[src/rtl/cc_timer_pkg.sv]
package cc_timer_pkg;

  localparam logic [2:0] ADR_CTRL  = 3'd0;
  localparam logic [2:0] ADR_STAT  = 3'd1;
  localparam logic [2:0] ADR_COUNT = 3'd2;
  localparam logic [2:0] ADR_RCAP  = 3'd3;
  localparam logic [2:0] ADR_CMP   = 3'd4;

  localparam int unsigned CTRL_BITS = 8;
  localparam int unsigned STAT_BITS = 4;

  typedef struct packed {
    logic       rld;
    logic       ie;
    logic       split;
    logic [1:0] edge_sel;
    logic       src;
    logic       run_lo;
    logic       run;
  } ctrl_t;

  typedef enum logic [1:0] {
    M_COMPARE = 2'd0,
    M_CAPTURE = 2'd1,
    M_COUNT   = 2'd2,
    M_OFF     = 2'd3
  } mode_e;

  function automatic mode_e decode_mode(input logic src, input logic [1:0] es);
    if (!src) return (es == 2'b00) ? M_COMPARE : M_CAPTURE;
    return (es == 2'b00) ? M_OFF : M_COUNT;
  endfunction

endpackage

[src/rtl/cc_timer_edge.sv]
module cc_timer_edge #(
  parameter int unsigned SYNC_STAGES = 2
) (
  input  logic       clk,
  input  logic       rst_n,
  input  logic       pin,
  input  logic [1:0] edge_sel,
  output logic       evt
);
  localparam int unsigned TAP = SYNC_STAGES - 1;

  logic [SYNC_STAGES-1:0] sync_q;
  logic                   last_q;
  logic                   rise, fall;

  always_ff @(posedge clk or negedge rst_n) begin
    if (!rst_n) begin
      sync_q <= '0;
      last_q <= 1'b0;
    end else begin
      sync_q <= {sync_q[SYNC_STAGES-2:0], pin};
      last_q <= sync_q[TAP];
    end
  end

  always_comb begin
    rise = sync_q[TAP] & ~last_q;
    fall = ~sync_q[TAP] & last_q;
    evt  = (edge_sel[0] & rise) | (edge_sel[1] & fall);
  end

  // a rising-only selection can only fire on a high sample
  p_rise_high_r2: assert property (@(posedge clk) disable iff (!rst_n)
    (evt && !edge_sel[1]) |-> sync_q[TAP]);

  // a falling-only selection can only fire on a low sample
  p_fall_low_r2: assert property (@(posedge clk) disable iff (!rst_n)
    (evt && !edge_sel[0]) |-> !sync_q[TAP]);

endmodule

[src/rtl/cc_timer_lane.sv]
module cc_timer_lane #(
  parameter int unsigned LW = 8
) (
  input  logic          clk,
  input  logic          rst_n,
  input  logic          sw_we,
  input  logic [LW-1:0] sw_val,
  input  logic          hw_load,
  input  logic [LW-1:0] hw_val,
  input  logic          step,
  output logic [LW-1:0] cnt,
  output logic          at_max
);
  logic [LW-1:0] cnt_q;

  always_ff @(posedge clk or negedge rst_n) begin
    if (!rst_n)       cnt_q <= '0;
    else if (sw_we)   cnt_q <= sw_val;
    else if (hw_load) cnt_q <= hw_val;
    else if (step)    cnt_q <= cnt_q + 1'b1;
  end

  assign cnt    = cnt_q;
  assign at_max = &cnt_q;

  // software write wins over any hardware update
  p_sw_load_r13: assert property (@(posedge clk) disable iff (!rst_n)
    sw_we |=> (cnt_q == $past(sw_val)));

  // a plain step advances by one
  p_step_r3: assert property (@(posedge clk) disable iff (!rst_n)
    (!sw_we && !hw_load && step && !at_max) |=> (cnt_q == $past(cnt_q) + 1'b1));

  // no request leaves the lane untouched
  p_idle_hold_r9: assert property (@(posedge clk) disable iff (!rst_n)
    (!sw_we && !hw_load && !step) |=> $stable(cnt_q));

endmodule

[src/rtl/cc_timer.sv]
module cc_timer
  import cc_timer_pkg::*;
#(
  parameter int unsigned CW          = 16,
  parameter int unsigned SYNC_STAGES = 2
) (
  input  logic          clk,
  input  logic          rst_n,
  input  logic          reg_wr,
  input  logic [2:0]    reg_addr,
  input  logic [CW-1:0] reg_wdata,
  output logic [CW-1:0] reg_rdata,
  input  logic          pin_in,
  output logic          irq
);
  localparam int unsigned HW     = CW / 2;
  localparam int unsigned LANES  = 2;

  ctrl_t               ctrl_q;
  logic [STAT_BITS-1:0] stat_q, stat_set;
  logic [CW-1:0]        rcap_q, cmp_q;

  logic ctrl_wr, stat_wr, cnt_wr, rcap_wr, cmp_wr;
  logic evt;
  mode_e mode;

  logic [LANES-1:0] ln_step, ln_load, ln_max;
  logic [HW-1:0]    ln_cnt  [LANES];
  logic [HW-1:0]    ln_hval [LANES];
  logic [CW-1:0]    cnt_full;
  logic [HW-1:0]    cnt_lo, cnt_hi;

  logic main_evt, main_act_edge, main_rld_edge, main_cap_edge;
  logic main_step, main_max, main_match, main_ovf, main_ccf;
  logic lo_step, lo_ovf, lo_ccf;

  // register decode
  always_comb begin
    ctrl_wr = reg_wr && (reg_addr == ADR_CTRL);
    stat_wr = reg_wr && (reg_addr == ADR_STAT);
    cnt_wr  = reg_wr && (reg_addr == ADR_COUNT);
    rcap_wr = reg_wr && (reg_addr == ADR_RCAP);
    cmp_wr  = reg_wr && (reg_addr == ADR_CMP);
  end

  cc_timer_edge #(.SYNC_STAGES(SYNC_STAGES)) u_edge (
    .clk      (clk),
    .rst_n    (rst_n),
    .pin      (pin_in),
    .edge_sel (ctrl_q.edge_sel),
    .evt      (evt)
  );

  assign mode     = decode_mode(ctrl_q.src, ctrl_q.edge_sel);
  assign cnt_lo   = ln_cnt[0];
  assign cnt_hi   = ln_cnt[1];
  assign cnt_full = {cnt_hi, cnt_lo};

  // main (16-bit or high-half) sequencing
  always_comb begin
    main_evt      = ctrl_q.run & evt;
    main_act_edge = main_evt & (mode == M_CAPTURE);
    main_rld_edge = main_act_edge & ctrl_q.rld;
    main_cap_edge = main_act_edge & ~ctrl_q.rld;
    main_step     = ctrl_q.run & ((mode == M_COMPARE) |
                                  ((mode == M_CAPTURE) & ~main_rld_edge) |
                                  ((mode == M_COUNT) & evt));
    if (ctrl_q.split) begin
      main_max   = ln_max[1];
      main_match = (cnt_hi == cmp_q[CW-1:HW]);
    end else begin
      main_max   = ln_max[1] & ln_max[0];
      main_match = (cnt_full == cmp_q);
    end
    main_ovf = main_step & main_max;
    main_ccf = main_act_edge | (ctrl_q.run & (mode == M_COMPARE) & main_match);
  end

  // low-half compare-only timer in split mode
  always_comb begin
    lo_step = ctrl_q.split & ctrl_q.run_lo;
    lo_ovf  = lo_step & ln_max[0];
    lo_ccf  = lo_step & (cnt_lo == cmp_q[HW-1:0]);
  end

  // lane steering
  always_comb begin
    ln_step[1] = main_step & (ctrl_q.split | ln_max[0]);
    ln_load[1] = main_ovf | main_rld_edge;
    if (ctrl_q.split) begin
      ln_step[0] = lo_step;
      ln_load[0] = lo_ovf;
    end else begin
      ln_step[0] = main_step;
      ln_load[0] = main_ovf | main_rld_edge;
    end
  end

  for (genvar gi = 0; gi < LANES; gi++) begin : g_lane
    assign ln_hval[gi] = rcap_q[gi*HW +: HW];
    cc_timer_lane #(.LW(HW)) u_lane (
      .clk     (clk),
      .rst_n   (rst_n),
      .sw_we   (cnt_wr),
      .sw_val  (reg_wdata[gi*HW +: HW]),
      .hw_load (ln_load[gi]),
      .hw_val  (ln_hval[gi]),
      .step    (ln_step[gi]),
      .cnt     (ln_cnt[gi]),
      .at_max  (ln_max[gi])
    );
  end

  assign stat_set = {lo_ccf, lo_ovf, main_ccf, main_ovf};

  always_ff @(posedge clk or negedge rst_n) begin
    if (!rst_n) begin
      ctrl_q <= '0;
      stat_q <= '0;
      rcap_q <= '0;
      cmp_q  <= '0;
    end else begin
      if (ctrl_wr) ctrl_q <= ctrl_t'(reg_wdata[CTRL_BITS-1:0]);
      if (cmp_wr)  cmp_q  <= reg_wdata;
      stat_q <= (stat_wr ? (stat_q & reg_wdata[STAT_BITS-1:0]) : stat_q) | stat_set;
      if (rcap_wr)
        rcap_q <= reg_wdata;
      else if (main_cap_edge)
        rcap_q <= ctrl_q.split ? {cnt_hi, rcap_q[HW-1:0]} : cnt_full;
    end
  end

  always_comb begin
    reg_rdata = '0;
    case (reg_addr)
      ADR_CTRL:  reg_rdata[CTRL_BITS-1:0] = ctrl_q;
      ADR_STAT:  reg_rdata[STAT_BITS-1:0] = stat_q;
      ADR_COUNT: reg_rdata = cnt_full;
      ADR_RCAP:  reg_rdata = rcap_q;
      ADR_CMP:   reg_rdata = cmp_q;
      default:   reg_rdata = '0;
    endcase
  end

  assign irq = ctrl_q.ie & (|stat_q);

  // upper control bits never read back
  p_ctrl_rsvd_r1: assert property (@(posedge clk) disable iff (!rst_n)
    (reg_addr == ADR_CTRL) |-> (reg_rdata[CW-1:CTRL_BITS] == '0));

  // stopped full-width count holds
  p_run_hold_r9: assert property (@(posedge clk) disable iff (!rst_n)
    (!ctrl_q.run && !ctrl_q.split && !cnt_wr) |=> $stable(cnt_full));

  // disabled counter mode holds
  p_off_hold_r8: assert property (@(posedge clk) disable iff (!rst_n)
    ((mode == M_OFF) && !ctrl_q.split && !cnt_wr) |=> $stable(cnt_full));

  // a capture stores the count seen on that edge
  p_capture_r5: assert property (@(posedge clk) disable iff (!rst_n)
    (main_cap_edge && !ctrl_q.split && !rcap_wr) |=> (rcap_q == $past(cnt_full)));

  // overflow reloads from the old reload value
  p_ovf_reload_r4: assert property (@(posedge clk) disable iff (!rst_n)
    (main_ovf && !ctrl_q.split && !cnt_wr) |=> (cnt_full == $past(rcap_q)));

  // flags never drop without a status write
  p_flag_sticky_r10: assert property (@(posedge clk) disable iff (!rst_n)
    !stat_wr |=> ((stat_q & $past(stat_q)) == $past(stat_q)));

  // split low half ignores everything but its own run bit
  p_lo_pinfree_r12: assert property (@(posedge clk) disable iff (!rst_n)
    (ctrl_q.split && !ctrl_q.run_lo && !cnt_wr) |=> $stable(cnt_lo));

endmodule

[config.mk]
export PLATFORM = sky130hd
export DESIGN_NAME = cc_timer
export DESIGN_NICKNAME = d
export VERILOG_FILES = /design/src/rtl/cc_timer_pkg.sv /design/src/rtl/cc_timer_edge.sv /design/src/rtl/cc_timer_lane.sv /design/src/rtl/cc_timer.sv
export SDC_FILE = /design/constraint.sdc
export NUM_CORES = 1
export LEC_CHECK = 0
export BUFFER_PORTS_ARGS = -buffer_cell sky130_fd_sc_hd__buf_2
export CAP_MARGIN = 20
export CORE_MARGIN = 1
export CORE_UTILIZATION = 60
export DETAILED_ROUTE_END_ITERATION = 10
export PLACE_DENSITY_LB_ADDON = 0.3
export SETUP_SLACK_MARGIN = 0.3
export SYNTH_ARGS = -nofsm -noshare
export SYNTH_HDL_FRONTEND = slang
export SYNTH_SLANG_ARGS = --single-unit
export TNS_END_PERCENT = 30
[constraint.sdc]
create_clock -name clk -period 5 [get_ports clk]
set_clock_uncertainty 0.1 [all_clocks]
set_input_delay 0.5 -clock clk [delete_from_list [all_inputs] [get_ports clk]]
set_output_delay 0.5 -clock clk [all_outputs]
set_load 0.01 [all_outputs]
==> results of run 1 <==
==> state kept, by name, indices dropped and copies added (netlist names) <==
name               flops
stat_q                 4
cmp_q                 16
u_edge.sync_q          2
ctrl_q                 8
g_lane.u_lane.cnt     16
u_edge.last_q          1
rcap_q                16
==> routing by layer <==
layer  vias to the layer above  share of wire  track usage
li1                       1577              -            -
met3                        31          0.090       0.0537
met1                      1668           0.45        0.473
met5                         -              0            0
met2                       211           0.44        0.455
met4                         0          0.026        0.154
==> final timing paths <==
check / startpoint / endpoint / slack, ps
worst max-delay path: reg_addr[0] / reg_rdata[5] / 2100
worst min-delay path: pin_in / u_edge.sync_q[0] / 160
worst max register to register: ctrl_q[3] / g_lane[0].u_lane.cnt[3] / 2170
worst min register to register: u_edge.sync_q[0] / u_edge.sync_q[1] / 250
max in group asynchronous: rst_n / u_edge.sync_q[1] / 4080
min in group asynchronous: rst_n / rcap_q[6] / 220
==> kinds of logic (layout without fill, tap and decap cells) <==
family	after synthesis	count (layout)	share of synthesized area
compound gates	116	116	0.197
mux	48	48	0.129
buf+inv	36	61	0.0428
xor+xnor	24	24	0.0532
fa+ha+maj	2	2	0.00633
simple gates	131	131	0.172
flops	63	63	0.399
==> where the power goes <==
part	internal [W]	total [W]	switching, W
Clock	0.000243	0.000446	0.000203
Combinational	0.000342	0.000695	0.000353
Sequential	0.000680	0.000953	0.000273
Total	0.00127	0.00209	0.000828
==> placed cells by master (no fill, tap or decap), types with 12 or more instances in the layout <==
master,instances
a21oi_1,25
a22oi_1,12
buf_2,39
dfrtp_1,63
mux2_2,23
mux2i_1,25
nand2_1,44
nor2_1,34
o21ai_0,26
xnor2_1,14
==> metrics by stage <==
stage          setup WS [ps]  std cells   util
6_report                2100        522  0.679
3_3_place_gp            2180        505  0.646
3_5_place_dp            2100        505  0.646
5_1_grt                 2040        522  0.679
2_1_floorplan           2780        420      -
4_1_cts                 2070        521  0.677
==> cell type report <==
class / count / area [um^2]
Clock buffer: 11 / 141
Clock inverter: 5 / 57.6
Fill cell: 500 / 2040
Inverter: 2 / 7.51
Multi-Input combinational cell: 321 / 2200
Sequential cell: 63 / 1580
Tap cell: 77 / 96.3
Timing Repair Buffer: 43 / 225
==> qor.csv, run 1 <==
metric,value,unit
status,finished clean,
fp.dieW,83.1,um
port_buffers,39,
drt-initial-drc-count,425,
slowest_delay,810,ps
drc,0,
finalCritPeriodShare,0.579,
finalSetupTns,0,ps
synth_nets,445,
cp.required,4400,ps
dp_hpwl,7190,um
synthFlopType,dfrtp_1,
synthTopCellsByCount,"dfrtp_1 (63), nand2_1 (44), nor2_1 (34), o21ai_0 (26)",
syn_area,3950,um^2
drt_wl_total,10500,um
min_period,2900,ps
grt_max_degree,64,
core,6350,um^2
maxSlewHeadroom,0.305,
post_cts_buffers,0,
htreeDepth,3,
syn_avg_cell_area,9.40,um^2
cts_sinks,63,
yosysSeqAreaShare,0.399,
final_cell_area,4310,um^2
endpoint_kind,output pin,
io_pins,40,
p_leak,1.85,nW
cts_root_buf,clkbuf_8,
gr-total-overflow,0,
hold_path_class,input pin to flop,
nets,465,
clk_latency,350,ps
cap_violations,0,
yosysTopAreaCell,dfrtp_1,
yosys_warnings,0,
numCtsBuffers,9,
clk_pin_slew_worst_paths,70,ps
yosysTopAreaCellShare,0.399,
synthDistinctLibCells,62,
globalplace.congestion,0.928,
r2r_cells,6,
peakVddDrop,0.277,mV
clock.fmax,345,MHz
cp_num_buf_inv,2,
holdPathStages,1,
routedWlPerCell,20.1,um
critPathMaxFanout,26,
path_class,input pin to output pin,
clock_path_buffers,2,
synth_area_leaders,"dfrtp_1 (40%), mux2_2 (6.6%), mux2i_1 (6.3%), nand2_1 (4.2%), o21ai_0 (3.3%)",
finalHoldViolCount,0,
cts_hold_buf,0,
cts_tree,done,
drive_gt1_frac,0.231,
dieArea,6910,um^2
synth-seq-cells,63,
post_cts_resized,0,
syn_inst,420,
grt_setup_unrepaired,no,
area_delta_synth_final,9.09,%
die_h,83.1,um
crit_family,simple AND/OR/NAND/NOR gates,
start_util,0.622,
worst-slew-pin-transition,1040,ps
worstSetupStartpointType,input pin,
slowest_stage,nor2_1,
ant_nets,0,
synth_most_common_cell,dfrtp_1,
rows,29,
grt_pass1_vias,3289,
synth_edf_count,0,
setup_viol,0,
worstPathArrival,2300,ps
first_pass_iters,5,
antenna_found_initial,0,
place_area,4100,um^2
grt_pass1_wl,17200,um
track_usage,0.320,
async_flop_share,1.00,
hold_ws,161,ps
diodes,0,
vias,3487,
cp.depth,6,
powerDensity,486,nW/um^2
slew_viol_final,0,
worstPathCellList,"buf_2, nand2_1, nor2_1, nand2_1, o21ai_0, buf_2",
power.total,0.00209,W
vias_per_cell,6.68,
Note: power is estimated with default switching activity, not from simulation.
==> run 2, diff against run 1 <==
Settings changed: ABC_AREA set to 1, CORE_UTILIZATION 60 to 54.
Clock period 5 ns to 2.63 ns, I/O delays scaled along.
==> run 2 against run 1 <==
Against the previous run:
- the flow now finishes with violations (negative hold slack)
- critical path depth rose by 5
- die area rose by 11%
- hold slack got worse by 170 ps
- wire length rose by 6.1%
- critical endpoint is now g_lane[0].u_lane.cnt[1]
- largest power group unchanged
- highest routed layer unchanged
==> qor.csv, run 2 <==
metric,value,unit
status,"complete, but fails checks",
violations,negative hold slack,
start_util,0.570,
area_delta_synth_final,12.8,%
gr-total-overflow,0,
synthDistinctLibCells,37,
nets,595,
ant_nets,0,
dp_hpwl,8020,um
first_pass_iters,5,
cp.required,2760,ps
cts_tree,done,
yosysTopAreaCellShare,0.400,
die_h,87.4,um
synth-seq-cells,63,
powerDensity,900,nW/um^2
power.total,0.00400,W
final_cell_area,4440,um^2
syn_avg_cell_area,7.42,um^2
hold_ws,-9.22,ps
port_buffers,39,
setup_viol,0,
place_area,4210,um^2
post_cts_buffers,0,
core,6910,um^2
clock_path_buffers,2,
io_pins,40,
p_switching,0.00161,W
grt_setup_unrepaired,no,
syn_inst,531,
swShare,0.402,
antenna_found_initial,0,
dieArea,7640,um^2
critPathMaxFanout,11,
min_period,2180,ps
vias_per_cell,5.77,
syn_area,3940,um^2
synth_edf_count,0,
track_usage,0.316,
synthTopCellsByCount,"nand2_1 (151), dfrtp_1 (63), inv_1 (59), o21ai_0 (49), nand3_1 (37)",
synth_area_leaders,"dfrtp_1 (40%), nand2_1 (14%), o21ai_0 (6.2%), inv_1 (5.6%), nand3_1 (4.7%)",
maxSlewHeadroom,0.440,
vias,3871,
hold_path_class,input pin to asynchronous set/reset pin,
drt-initial-drc-count,349,
clock.fmax,459,MHz
synth_most_common_cell,nand2_1,
rows,30,
drt_wl_total,11100,um
finalCritPeriodShare,0.829,
power_frac_clock,0.239,
slew_viol_final,0,
drive_gt1_frac,0.174,
grt_max_degree,64,
yosys_warnings,0,
synth_nets,556,
finalSetupTns,0,ps
worstSetupStartpointType,flop,
drc,0,
routedWlPerCell,16.6,um
grt_pass1_wl,18100,um
grt_pass1_vias,3647,
cts_sinks,63,
yosysTopAreaCell,dfrtp_1,
fp.dieW,87.4,um
htreeDepth,3,
synthFlopType,dfrtp_1,
layout_commonest_cell,nand2_1,
layout_common_cells,"nand2_1 (151), dfrtp_1 (63), inv_1 (59), o21ai_0 (49), buf_2 (39)",
yosysSeqAreaShare,0.400,
clk_pin_slew_worst_paths,80,ps
globalplace.congestion,0.938,
post_cts_resized,0,
p_leak,2.19,nW
endpoint_kind,flop,
clk_latency,350,ps
cts_root_buf,clkbuf_8,
diodes,0,
finalHoldViolCount,15,
worst-slew-pin-transition,834,ps
worstPathArrival,2310,ps
numCtsBuffers,9,
async_flop_share,1.00,
cap_violations,0,
internal-power,0.00239,W
peakVddDrop,0.456,mV
seqPwrFrac,0.425,
comb_power_share,0.336,
path_class,flop to flop,
==> run 2: through the flow <==
stage | instances | setup WS, ps | hold slack [ps] | util
detailed placement | 654 | 478 | 244 | 0.610
finish | 671 | 451 | -9.22 | 0.643
global route | 671 | 312 | 75.7 | 0.643
floorplan | 531 | 795 | -133 | -
global placement | 654 | 576 | 233 | 0.610
CTS | 671 | 467 | 12.8 | 0.643
==> run 2: what timing repair did <==
| item | in CTS | in global routing |
|---|---|---|
| setup endpoints to repair | 0 | 0 |
| hold buffers | 1 | 0 |
| hold endpoints to repair | 1 | 0 |
==> run 2: metal layers <==
layer | vias to the layer above | GRT usage | share of wire
li1 | 1815 | - | -
met2 | 219 | 0.460 | 0.44
met4 | 0 | 0.124 | 0.018
met1 | 1821 | 0.466 | 0.45
met5 | - | 0 | 0
met3 | 16 | 0.0512 | 0.096
==> run 2: power groups by stage <==
stage / registers [W] / clock network, W / logic, W
2_1_floorplan: 0.00152 / 0 / 0.00109
3_5_place_dp: 0.00170 / 0 / 0.00131
5_1_grt: 0.00174 / 0.00101 / 0.00152
4_1_cts: 0.00168 / 0.000963 / 0.00133
3_3_place_gp: 0.00169 / 0 / 0.00129
6_report: 0.00170 / 0.000955 / 0.00134
==> run 2: cells by family (layout without fill, tap and decap cells) <==
logic type | Yosys count | after routing | share of synthesized area
AOI/OAI and AO/OA | 98 | 98 | 0.151
DFF | 63 | 63 | 0.400
adders and majority gates | 2 | 2 | 0.00635
muxes | 1 | 1 | 0.00286
buffers and inverters | 88 | 132 | 0.0921
and+or+nand+nor | 258 | 258 | 0.300
xor gates and xnor gates | 21 | 21 | 0.0467
==> run 2: final timing paths <==
kind / from / endpoint / slack [ps] / depth (start not counted)
worst max-delay path: g_lane[0].u_lane.cnt[0] / g_lane[0].u_lane.cnt[1] / 450 / 11
worst min-delay path: rst_n / rcap_q[8] / -9 / 2
worst max register to register: g_lane[0].u_lane.cnt[0] / g_lane[0].u_lane.cnt[1] / 450 / 11
worst min register to register: u_edge.sync_q[0] / u_edge.sync_q[1] / 260 / 0
max in group asynchronous: rst_n / g_lane[0].u_lane.cnt[2] / 1930 / 2
min in group clk: reg_wdata[14] / g_lane[1].u_lane.cnt[6] / 90 / 3
==> run 2: layout make-up <==
class | instances | area [um^2]
Fill cell | 629 | 2460
Clock inverter | 5 | 81.3
Timing Repair Buffer | 48 | 265
Tap cell | 96 | 120
Inverter | 68 | 258
Sequential cell | 63 | 1580
Clock buffer | 11 | 141
Multi-Input combinational cell | 380 | 2000
==> run 2: worst max-delay path, stage by stage (launching register included) <==
cell      delay, ps
dfrtp_1         450
ha_1            280
nand2_4          90
nor2_4           40
nand2_2          90
inv_1            70
nand2_1         390
nand3_4         270
nand2_2         110
clkinv_1         60
nand2_1          70
nand2_1          50
==> run 3, diff against run 2 <==
Settings changed: ABC_AREA 1 to 0.
Clock period 2.63 ns to 1.9 ns, I/O delays scaled along.
==> run 3 against run 2 <==
Against the previous run:
- the run ends with negative setup slack left
- via count rose by 2.5%
- flip-flop and latch count unchanged
- wire length is 19% higher
- critical path depth decreased by 4
- global-route usage is 3.5 points higher
- count of clock-buffer cells in the layout decreased by 2
- first-iteration DRC count rose by 19%
- sequential power is 34% higher
- critical endpoint is now g_lane[0].u_lane.cnt[3]
- largest cell class unchanged
==> qor.csv, run 3 (synthesis results as in run 1) <==
metric,value,unit
slew_viol_final,0,
endpoint_kind,flop,
layout_commonest_cell,dfrtp_1,
finalHoldViolCount,0,
htreeDepth,3,
layout_common_cells,"dfrtp_1 (59), buf_4 (49), nand2_1 (41), buf_2 (38), nor2_1 (31)",
grt_max_degree,35,
hold_path_class,input pin to flop,
r2r_cells,7,
clk_latency,350,ps
drive_gt1_frac,0.437,
vias,3969,
status,"complete, but fails checks",
vias_per_cell,6.40,
port_buffers,39,
io_pins,40,
slowest_delay,390,ps
hold_ws,14.7,ps
comb_power_share,0.476,
worstHoldStart,reg_wdata[8],
r2r-end,g_lane[0].u_lane.cnt[3],
numCtsBuffers,9,
cap_violations,0,
seqPwrFrac,0.341,
place_area,4660,um^2
worstSetupStartpointType,flop,
cp.required,2050,ps
die_h,87.5,um
p_leak,2.34,nW
worstPathCellList,"ha_2, and3_4, a21o_4, nand4_4, and2_4, nor2_4, o41ai_2",
routedWlPerCell,21.4,um
p_switching,0.00272,W
setup_viol,16,
slowest_stage,dfrtp_1,
rows,30,
rrSetupSlack,-100,ps
use_met2,0.547,
violations,negative setup slack,
antenna_found_initial,0,
grt_util_met1,0.497,
grt_pass1_vias,3626,
core,6940,um^2
drc,0,
worst-slew-pin-transition,656,ps
worstPathArrival,2140,ps
track_usage,0.351,
gr-total-overflow,0,
diodes,0,
cts_tree,done,
fp.dieW,87.5,um
top_usage_layer,met2,
clock_path_buffers,2,
clk_pin_slew_worst_paths,70,ps
area_delta_synth_final,37.0,%
first_pass_iters,5,
hold_path_end,cmp_q[8],
power_frac_clock,0.182,
drt_wl_total,13300,um
powerDensity,1230,nW/um^2
grt_setup_unrepaired,yes,
cts_root_buf,clkbuf_8,
pre_cts_slack,-127,ps
holdPathStages,2,
ant_nets,0,
cts_sinks,63,
globalplace.congestion,0.970,
maxSlewHeadroom,0.561,
worst_slack,-95.5,ps
drt-initial-drc-count,415,
critPathMaxFanout,8,
clock.fmax,501,MHz
dp_hpwl,8690,um
finalCritPeriodShare,1.05,
start_util,0.569,
min_period,2000,ps
use_met3,0.0853,
num-fill-cells,435,
internal-power,0.00396,W
nets,544,
swShare,0.407,
path_class,flop to flop,
grt_pass1_wl,19800,um
peakVddDrop,0.663,mV
r2r_start,g_lane[0].u_lane.cnt[1],
dieArea,7660,um^2
final_cell_area,5410,um^2
## run 3: changes by cell type in the layout (fill, tap and decap cells not counted), sizes merged, moves of 7 or more
cell    previous run  this run
nand2            168        46
buf               47       114
inv               66         5
nand3             42        11
mux2i              0        25
mux2               1        23
o21ai             56        35
a21oi              9        25
a22oi              0        12
and3               0         7
o211ai            10         3
## run 3: worst max path at each step
| stage | start | endpoint | slack [ps] | cells after the start |
|---|---|---|---|---|
| 3_3_place_gp | u_edge.sync_q[1] | rcap_q[3] | -70 | 4 |
| 5_1_grt | g_lane[0].u_lane.cnt[0] | g_lane[0].u_lane.cnt[1] | -170 | 7 |
| 6_report | g_lane[0].u_lane.cnt[1] | g_lane[0].u_lane.cnt[3] | -100 | 7 |
| 2_1_floorplan | ctrl_q[4] | g_lane[1].u_lane.cnt[6] | 30 | 6 |
| 3_5_place_dp | u_edge.sync_q[1] | g_lane[1].u_lane.cnt[5] | -130 | 7 |
| 4_1_cts | u_edge.sync_q[1] | g_lane[0].u_lane.cnt[1] | -70 | 5 |
## run 3: worst max-delay path: cells and delay by family (launching register included)
kind                       cells  cell delay [ps]
adders and majority gates      1              200
and+or+nand+nor                4              650
DFF                            1              390
AOI/OAI and AO/OA              2              550
## run 3: layout make-up
| class | count | area (um^2) | share of cell area |
|---|---|---|---|
| Clock inverter | 7 | 77.6 | 0.0143 |
| Tap cell | 96 | 120 | 0.0222 |
| Inverter | 2 | 7.51 | 0.00139 |
| Multi-Input combinational cell | 322 | 2540 | 0.469 |
| Sequential cell | 63 | 1580 | 0.292 |
| Timing Repair Buffer | 121 | 965 | 0.178 |
| Clock buffer | 9 | 124 | 0.0229 |
## run 3: metrics by stage
stage               power [W]   util  instances  TNS (ps)
floorplan             0.00386      -        420         0
global placement      0.00471  0.671        584      -488
detailed placement    0.00480  0.671        584     -1130
CTS                   0.00618  0.731        613      -424
global route          0.00699  0.779        620     -2390
finish                0.00667  0.779        620      -802
## run 3: power by group through the flow
stage | Sequential, W | Combinational, W | Clock [W]
floorplan | 0.00211 | 0.00175 | 0
global placement | 0.00220 | 0.00251 | 0
detailed placement | 0.00223 | 0.00257 | 0
CTS | 0.00222 | 0.00275 | 0.00122
global route | 0.00233 | 0.00338 | 0.00129
finish | 0.00228 | 0.00318 | 0.00122
## run 3: repair_timing
action | CTS | global route
hold buffers | 6 | 0
gates resized for setup | 39 | 64
endpoints found under the hold margin | 23 | 0
buffers inserted | 6 | 7
setup endpoints to repair | 48 | 51
pin swaps | 39 | 49
cloned | 1 | 0
## run 3: routing by layer
metal / up-vias / routed length, um
li1: 1743 / -
met5: - / 0
met4: 0 / 398
met1: 1939 / 5520
met3: 37 / 1300
met2: 250 / 6080
